`src/rtl/opsel_pkg.sv`:
```
package opsel_pkg;
  typedef enum logic [2:0] {
    ASRC_MD  = 3'd0,
    ASRC_IFU = 3'd1,
    ASRC_Q   = 3'd2,
    ASRC_T   = 3'd3,
    ASRC_EXT = 3'd4
  } asrc_e;

  localparam int FN_FORCE_T  = 8'o21;
  localparam int FN_FORCE_MD = 8'o22;
  localparam int FN_FORCE_Q  = 8'o23;
endpackage

```
`src/rtl/opsel_asrc_dec.sv`:
```
module opsel_asrc_dec
  import opsel_pkg::*;
#(
  parameter int FW = 8
) (
  input  logic [2:0]    asel,
  input  logic [FW-1:0] ff,
  input  logic          fn_valid,
  input  logic [FW-1:0] fn_code,
  output asrc_e         src,
  output logic          mar_en
);
  asrc_e base;

  always_comb begin
    mar_en = (asel == 3'd0) || (asel == 3'd1);
    case (asel)
      3'd2, 3'd3: base = fn_valid ? asrc_e'({1'b0, ff[FW-1:FW-2]}) : ASRC_T;
      3'd5:       base = ASRC_IFU;
      3'd6:       base = ASRC_T;
      default:    base = ASRC_EXT;
    endcase
    src = base;
    if (fn_valid) begin
      if (fn_code == FW'(FN_FORCE_T))       src = ASRC_T;
      else if (fn_code == FW'(FN_FORCE_MD)) src = ASRC_MD;
      else if (fn_code == FW'(FN_FORCE_Q))  src = ASRC_Q;
    end
  end
endmodule

```
`src/rtl/opsel_amux.sv`:
```
module opsel_amux
  import opsel_pkg::*;
#(
  parameter int DW = 16
) (
  input  asrc_e         src,
  input  logic [DW-1:0] md_bus,
  input  logic [DW-1:0] ifu_bus,
  input  logic [DW-1:0] q_bus,
  input  logic [DW-1:0] t_bus,
  input  logic [DW-1:0] ext_a_bus,
  output logic [DW-1:0] a_val
);
  always_comb begin
    case (src)
      ASRC_MD:  a_val = md_bus;
      ASRC_IFU: a_val = ifu_bus;
      ASRC_Q:   a_val = q_bus;
      ASRC_T:   a_val = t_bus;
      default:  a_val = ext_a_bus;
    endcase
  end
endmodule

```
`src/rtl/opsel_bsel.sv`:
```
module opsel_bsel #(
  parameter int DW = 16
) (
  input  logic [2:0]      bsel,
  input  logic [DW/2-1:0] ff,
  input  logic [DW-1:0]   rb_bus,
  output logic [DW-1:0]   b_val,
  output logic [1:0]      b_src,
  output logic            b_lit
);
  localparam int LW = DW / 2;

  logic [LW-1:0] fill;
  logic [DW-1:0] lit;

  assign fill = bsel[0] ? {LW{1'b1}} : {LW{1'b0}};
  assign lit  = bsel[1] ? {ff, fill} : {fill, ff};

  always_comb begin
    b_lit = bsel[2];
    b_val = bsel[2] ? lit : rb_bus;
    b_src = bsel[2] ? 2'd0 : bsel[1:0];
  end
endmodule

```
`src/rtl/opsel_unit.sv`:
```
module opsel_unit
  import opsel_pkg::*;
#(
  parameter int DW      = 16,
  parameter bit REG_OUT = 1'b1
) (
  input  logic            clk,
  input  logic            rst,
  input  logic [2:0]      asel,
  input  logic [2:0]      bsel,
  input  logic [DW/2-1:0] ff,
  input  logic            fn_valid,
  input  logic [DW/2-1:0] fn_code,
  input  logic [DW-1:0]   md_bus,
  input  logic [DW-1:0]   ifu_bus,
  input  logic [DW-1:0]   q_bus,
  input  logic [DW-1:0]   t_bus,
  input  logic [DW-1:0]   ext_a_bus,
  input  logic [DW-1:0]   rb_bus,
  output logic [DW-1:0]   a_opnd,
  output logic [DW-1:0]   b_opnd,
  output logic            mar_mux_en,
  output logic [1:0]      b_src,
  output logic            b_lit
);
  localparam int LW = DW / 2;

  asrc_e         src_c;
  logic          mar_c;
  logic [DW-1:0] a_c;
  logic [DW-1:0] b_c;
  logic [1:0]    bsrc_c;
  logic          blit_c;

  opsel_asrc_dec #(.FW(LW)) u_dec (
    .asel(asel), .ff(ff), .fn_valid(fn_valid), .fn_code(fn_code),
    .src(src_c), .mar_en(mar_c)
  );

  opsel_amux #(.DW(DW)) u_amux (
    .src(src_c), .md_bus(md_bus), .ifu_bus(ifu_bus), .q_bus(q_bus),
    .t_bus(t_bus), .ext_a_bus(ext_a_bus), .a_val(a_c)
  );

  opsel_bsel #(.DW(DW)) u_bsel (
    .bsel(bsel), .ff(ff), .rb_bus(rb_bus),
    .b_val(b_c), .b_src(bsrc_c), .b_lit(blit_c)
  );

  generate
    if (REG_OUT) begin : g_reg
      always_ff @(posedge clk) begin
        if (rst) begin
          a_opnd     <= '0;
          b_opnd     <= '0;
          mar_mux_en <= 1'b0;
          b_src      <= 2'd0;
          b_lit      <= 1'b0;
        end else begin
          a_opnd     <= a_c;
          b_opnd     <= b_c;
          mar_mux_en <= mar_c;
          b_src      <= bsrc_c;
          b_lit      <= blit_c;
        end
      end
    end else begin : g_comb
      assign a_opnd     = a_c;
      assign b_opnd     = b_c;
      assign mar_mux_en = mar_c;
      assign b_src      = bsrc_c;
      assign b_lit      = blit_c;
    end
  endgenerate
endmodule

```
`config.mk`:
```
export PLATFORM = sky130hd
export DESIGN_NAME = opsel_unit
export DESIGN_NICKNAME = d
export VERILOG_FILES = /design/src/rtl/opsel_pkg.sv /design/src/rtl/opsel_asrc_dec.sv /design/src/rtl/opsel_amux.sv /design/src/rtl/opsel_bsel.sv /design/src/rtl/opsel_unit.sv
export SDC_FILE = /design/constraint.sdc
export NUM_CORES = 1
export LEC_CHECK = 0
export ABC_CLOCK_PERIOD_IN_PS = 2450
export BUFFER_PORTS_ARGS = -buffer_cell sky130_fd_sc_hd__buf_2
export CORE_ASPECT_RATIO = 0.75
export CORE_UTILIZATION = 30
export CTS_CLUSTER_DIAMETER = 150
export DETAILED_ROUTE_END_ITERATION = 8
export GPL_ROUTABILITY_DRIVEN = 0
export PLACE_DENSITY = 0.65
export SLEW_MARGIN = 25
export SYNTH_ARGS = -nofsm -noshare
export SYNTH_HDL_FRONTEND = slang
export SYNTH_SLANG_ARGS = --single-unit
```
`constraint.sdc`:
```
create_clock -name clk -period 2.45 [get_ports clk]
set_clock_uncertainty 0.15 [all_clocks]
set_input_delay 0.245 -clock clk [delete_from_list [all_inputs] [get_ports clk]]
set_output_delay 0.245 -clock clk [all_outputs]
set_load 0.01 [all_outputs]
```
Word level (Yosys, flattened, before mapping)
Cells that the tools add are included.
Operators by class
  mux-type cells: 10
  eq/ne operators: 11
  reduce and logical (&&, ||, !) cells: 5
Operators by type and width (count)
  $pmux W16 S4: 1
  $mux W16: 2
  $eq A8 B5 Y1 const B: 3
  $eq A3 B2 Y1 const B: 4
  $mux W3: 4
  $pmux W3 S3: 1
  $mux W8: 1
  $eq A3 B1 Y1 const B: 2
  $eq A3 B3 Y1 const B: 2
  $logic_not A3 Y1: 2
  $reduce_or A2 Y1: 2
  $mux W2: 1
  $logic_or A1 B1 Y1: 1
Word-level totals
  bits in registers: 36
  output and inout port bits: 36

Logic depth before layout (Yosys ltp)
  depth in word-level cells: 9
  mapped depth: 8
  gate-level depth less buffers: 6

Hierarchy
Synthesis repeated with hierarchy kept, for this count alone.
Unflattened totals
  cells, all modules: 234
  area total of the unflattened synthesis: 2240.9 µm²
By module, submodules not included
  opsel_unit: instances 1, cells an instance 75, area an instance 994.7 µm²
  opsel_amux: instances 1, cells an instance 79, area an instance 621.8 µm²
  opsel_bsel: instances 1, cells an instance 60, area an instance 494.2 µm²
  opsel_asrc_dec: instances 1, cells an instance 20, area an instance 130.1 µm²

Worst setup path after synthesis
Ideal clock, no wire load.
  kind: input to register
  from: input port asel[1]
  to: register a_opnd[10]
  setup time: 114 ps
  cell stages on the path: 8
  data arrival time: 1514 ps
  slack: 672 ps
  buffers on the path: 2
  cell sequence: buf_4 > nor4bb_1 > a31oi_2 > o211ai_4 > buf_6 > mux2i_1 > o22ai_1 > a21o_1
Between the ends
  cells in the longest elaborated chain, start to end: 9
RTL lines
  start, declared: line opsel_unit.sv:9  | input logic [2:0] asel,
  $eq A3 B2 Y1: line opsel_asrc_dec.sv:17  | case (asel)
  $reduce_or A2 Y1: line opsel_asrc_dec.sv:17
  $pmux W3 S3 (*): line opsel_asrc_dec.sv:17
  $mux W3: line opsel_asrc_dec.sv:27  | else if (fn_code == FW'(FN_FORCE_Q)) src = ASRC_Q;
  $mux W3: line opsel_asrc_dec.sv:26  | else if (fn_code == FW'(FN_FORCE_MD)) src = ASRC_MD;
  $mux W3: line opsel_asrc_dec.sv:25  | if (fn_code == FW'(FN_FORCE_T)) src = ASRC_T;
  $mux W3 (*): line opsel_asrc_dec.sv:24  | if (fn_valid) begin
  $eq A3 B2 Y1 (tied with other cells): line opsel_amux.sv:15  | case (src)
  $pmux W16 S4 (*): line opsel_amux.sv:15
  end signal, assigned: line opsel_unit.sv:54  | a_opnd <= '0;
  end signal, assigned: line opsel_unit.sv:60  | a_opnd <= a_c;
  end, declared: line opsel_unit.sv:20  | output logic [DW-1:0] a_opnd,
Mark *: on every way between the ends. The rest lies on a longest branch, timed or not.
A chain may end at the register's enable or synchronous reset.

Worst setup path after layout
  from: input port fn_code[7]
  to: register a_opnd[6]
Between the ends
  cells in the longest elaborated chain, start to end: 7
RTL lines
  start, declared: line opsel_unit.sv:13  | input logic [DW/2-1:0] fn_code,
  $eq A8 B5 Y1: line opsel_asrc_dec.sv:27
  $mux W3: line opsel_asrc_dec.sv:27
  $mux W3: line opsel_asrc_dec.sv:26
  $mux W3 (*): line opsel_asrc_dec.sv:25
  $mux W3 (*): line opsel_asrc_dec.sv:24
  $eq A3 B2 Y1 (tied with other cells): line opsel_amux.sv:15
  $pmux W16 S4 (*): line opsel_amux.sv:15
Marked as above.

==> load_flow_metrics.sql <==
INSERT INTO impl_metrics (metric_group, metric, value, unit) VALUES
('timing', 'setup_repair_after_global_routing_missed_its_margin', 'false', ''),
('clock_tree', 'clock_root_buffer', 'clkbuf_8', ''),
('clock_tree', 'htreeDepth', '2', ''),
('synth', 'muxShareOfSynthArea', '17.03', '%'),
('clock_tree', 'cts.reportedPaths.clkPinSlew', '0.07', 'ns'),
('min_path', 'timing.hold.worst.start', 'ext_a_bus[7]', ''),
('min_path', 'holdCritPathClass', 'input port to flop', ''),
('clock_tree', 'clock_path_buffers', '2', ''),
('timing', 'worst_slack', '0.6778', 'ns'),
('die', 'fp.coreArea', '5916', 'µm²'),
('critical_path', 'cp.required', '2.48', 'ns'),
('layout', 'final_net_count', '477', ''),
('global_routing', 'number_of_global_route_vias_before_repair', '1877', ''),
('status', 'run_status', 'complete, no violations', ''),
('synth', 'synth-compound-area-share', '26.15', '%'),
('timing', 'maxSlewViolCount', '0', ''),
('synth', 'synth.top_cell.area_share', '38.32', '%'),
('min_path', 'min_path_cells', '2', ''),
('routing', 'remaining_drc_errors', '0', ''),
('timing', 'period_minus_slack', '1.772', 'ns'),
('timing', 'achievable-frequency', '0.5643', 'GHz'),
('critical_path', 'crit_path_max_fanout', '32', ''),
('synth', 'yosys.area_share.xor_xnor', '0.9315', '%'),
('die', 'design.die.area', '6592', 'µm²'),
('layout', 'n_antenna_cell', '0', ''),
('timing', 'worst_pin_slew', '0.6808', 'ns'),
('placement', 'detailedPlacementHpwl', '4203', 'µm'),
('timing', 'hold_violations', '0', ''),
('routing', 'vias', '2058', ''),
('layout', 'synthToLayoutAreaGrowth', '54.76', '%'),
('critical_path', 'path_class', 'input port to flop', ''),
('die', 'std_cell_rows', '24', ''),
('synth', 'adder_cell_fraction_of_synth_area', '0', '%'),
('global_routing', 'grt_use_total', '16.20', '%'),
('routing', 'detail_route.iter0.violations', '50', ''),
('power', 'max-vdd-ir-drop', '0.0002013', 'V'),
('timing', 'period_share', '72.34', '%'),
('routing', 'dr.pass1.iters', '4', ''),
('synth', 'ys_ff_latch', '36', ''),
('layout', 'layout_commonest_cell', 'buf_2', ''),
('layout', 'nFillCells', '583', ''),
('routing', 'wl_per_cell', '12.47', 'µm'),
('critical_path', 'cp-end-kind', 'flop', ''),
('layout', 'post_route_cells_drive_above_1_share', '48.74', '%'),
('synth', 'yosysWarnings', '0', ''),
('synth', 'synth_top_family_by_area', 'compound AO/OA/AOI/OAI gates', ''),
('die', 'floorplan.initialDensity', '31.79', '%'),
('die', 'floorplan.io_pins', '157', ''),
('critical_path', 'worst_ep_arrival_time', '1.80', 'ns'),
('placement', 'placement.setup.worst_slack', '0.3586', 'ns'),
('clock_tree', 'cts.sinks', '36', ''),
('die', 'die-height', '70.57', 'µm'),
('job', 'drv_cap', '0', ''),
('clock_tree', 'post_cts.repair.setup_buffers', '0', ''),
('clock_tree', 'cts_hold_repair.buffers', '11', ''),
('synth', 'count_of_distinct_cell_types_in_the_synthesized_netlist', '36', ''),
('placement', 'placement.io_buffers', '156', ''),
('global_routing', 'antenna_found_initial', '0', ''),
('routing', 'finalWirelength', '5423', 'µm'),
('min_path', 'worstHoldEndpoint', 'a_opnd[7]', ''),
('die', 'die_x', '93.42', 'µm'),
('synth', 'synth.largest_area_cell', 'dfxtp_1', ''),
('global_routing', 'grt_remaining_overflow', '0', ''),
('clock_tree', 'cts-buffers-inserted', '5', ''),
('clock_tree', 'cts_tree', 'done', ''),
('synth', 'synthSimpleGateAreaFrac', '11.31', '%'),
('power', 'power.static_leakage', '1.575', 'nW'),
('power', 'pwr_density_cell', '555.1', 'nW/µm²'),
('global_routing', 'grt_first_pass_wirelength', '8535', 'µm'),
('timing', 'fin_setup_tns', '0', 'ns'),
('synth', 'synth.cell_area', '1881', 'µm²'),
('timing', 'finalSetupViolations', '0', ''),
('synth', 'syn_area_per_cell', '9.595', 'µm²'),
('routing', 'via_cell_ratio', '4.731', ''),
('routing', 'route.antenna.remaining_nets', '0', ''),
('synth', 'synth.area.top_cells', 'dfxtp_1 (38%), mux2i_1 (17%), a211oi_1 (6.4%)', ''),
('critical_path', 'worstSetupStartpointType', 'input port', ''),
('synth', 'postSynthCellCount', '196', ''),
('timing', 'worst_relative_slew_slack', '54.56', '%'),
('synth', 'synthesis.nets', '317', ''),
('layout', 'most-common-layout-cells', 'buf_2 (156), dfxtp_1 (36), mux2i_1 (32)', ''),
('global_routing', 'grt_max_degree', '36', ''),
('clock_tree', 'post_cts_resize_count', '0', ''),
('synth', 'seq_area_frac_synth', '38.32', '%');
==> power breakdown <==
part,total (W),internal (W),switching (W)
Combinational,0.000444,0.000232,0.000212
Sequential,0.000653,0.000641,0.0000127
Clock,0.000518,0.000301,0.000217
==> cell families (layout without fill, tap and decap cells) <==
family                    after synthesis  after routing
xor gates and xnor gates                2              2
muxes                                  32             32
and+or+nand+nor                        37             37
DFF                                    36             36
buffers and inverters                  19            180
AOI/OAI and AO/OA                      70             70
==> state kept, by name (all words and copies together) (netlist names) <==
name        flops
b_src           2
b_lit           1
mar_mux_en      1
b_opnd         16
a_opnd         16
==> layout make-up <==
type                       count  area [µm²]  share of cell area, %
multi-input combinational    141        1045                  35.90
inverter                       2       7.507                 0.2580
clock inverter                 3       42.54                  1.462
sequential                    36       720.7                  24.76
clock buffer                   5       68.82                  2.365
timing repair buffer         170       928.4                  31.90
tap                           78       97.59                  3.353
==> through the flow <==
stage / power (W) / area, µm² / utilization [%] / instances / hold WS, ns
after floorplan: 0.0009202 / 1881 / - / 196 / 0.1718
after global placement: 0.001093 / 2676 / 45.24 / 415 / 0.2889
after detailed placement: 0.001100 / 2679 / 45.28 / 415 / 0.2921
after CTS: 0.001639 / 2900 / 49.03 / 434 / 0.00002504
after global routing: 0.001705 / 2910 / 49.20 / 435 / 0.001072
final: 0.001615 / 2910 / 49.20 / 435 / 0.01158
==> worst max-delay path: stages <==
cell	delay [ns]
buf_2	0.11
nor4_4	0.33
nand4b_1	0.20
o211ai_4	0.13
buf_12	0.25
mux2i_1	0.24
o22ai_1	0.10
a21o_1	0.16
==> per-layer routing <==
metal | up-vias | global-route usage [%] | wire length, µm
met5 | - | 0 | 0
met4 | 0 | 4.615 | 28
li1 | 1047 | - | -
met2 | 79 | 27.61 | 2561
met1 | 930 | 20.78 | 2484
met3 | 2 | 3.333 | 348
==> synth_stat cells, drive strengths merged <==
master  instances
nand3b          1
inv             1
buf             7
nor2b           4
xor2            2
o211ai          2
nand4b          1
nand2           2
nor2           17
dfxtp          36
or2             2
clkbuf         10
a21oi          16
nor3            2
o22ai          16
o311a           1
nor4bb          1
a211oi         16
a21o           16
nand3           1
and3b           1
nor4            1
a31oi           1
and2            2
mux2i          32
nor3b           1
clkinv          1
a22oi           2
nand2b          1
==> worst max-delay path by stage <==
| stage | from | to | slack [ns] | cells past startpoint |
|---|---|---|---|---|
| 2_1_floorplan | asel[1] | a_opnd[10] | 0.67 | 8 |
| 3_3_place_gp | asel[2] | a_opnd[12] | 0.36 | 6 |
| 3_5_place_dp | fn_code[7] | a_opnd[10] | 0.36 | 8 |
| 4_1_cts | fn_code[7] | a_opnd[10] | 0.67 | 8 |
| 5_1_grt | fn_code[7] | a_opnd[11] | 0.54 | 8 |
| 6_report | fn_code[7] | a_opnd[6] | 0.68 | 8 |
Note: power is estimated with default switching activity, not from simulation.
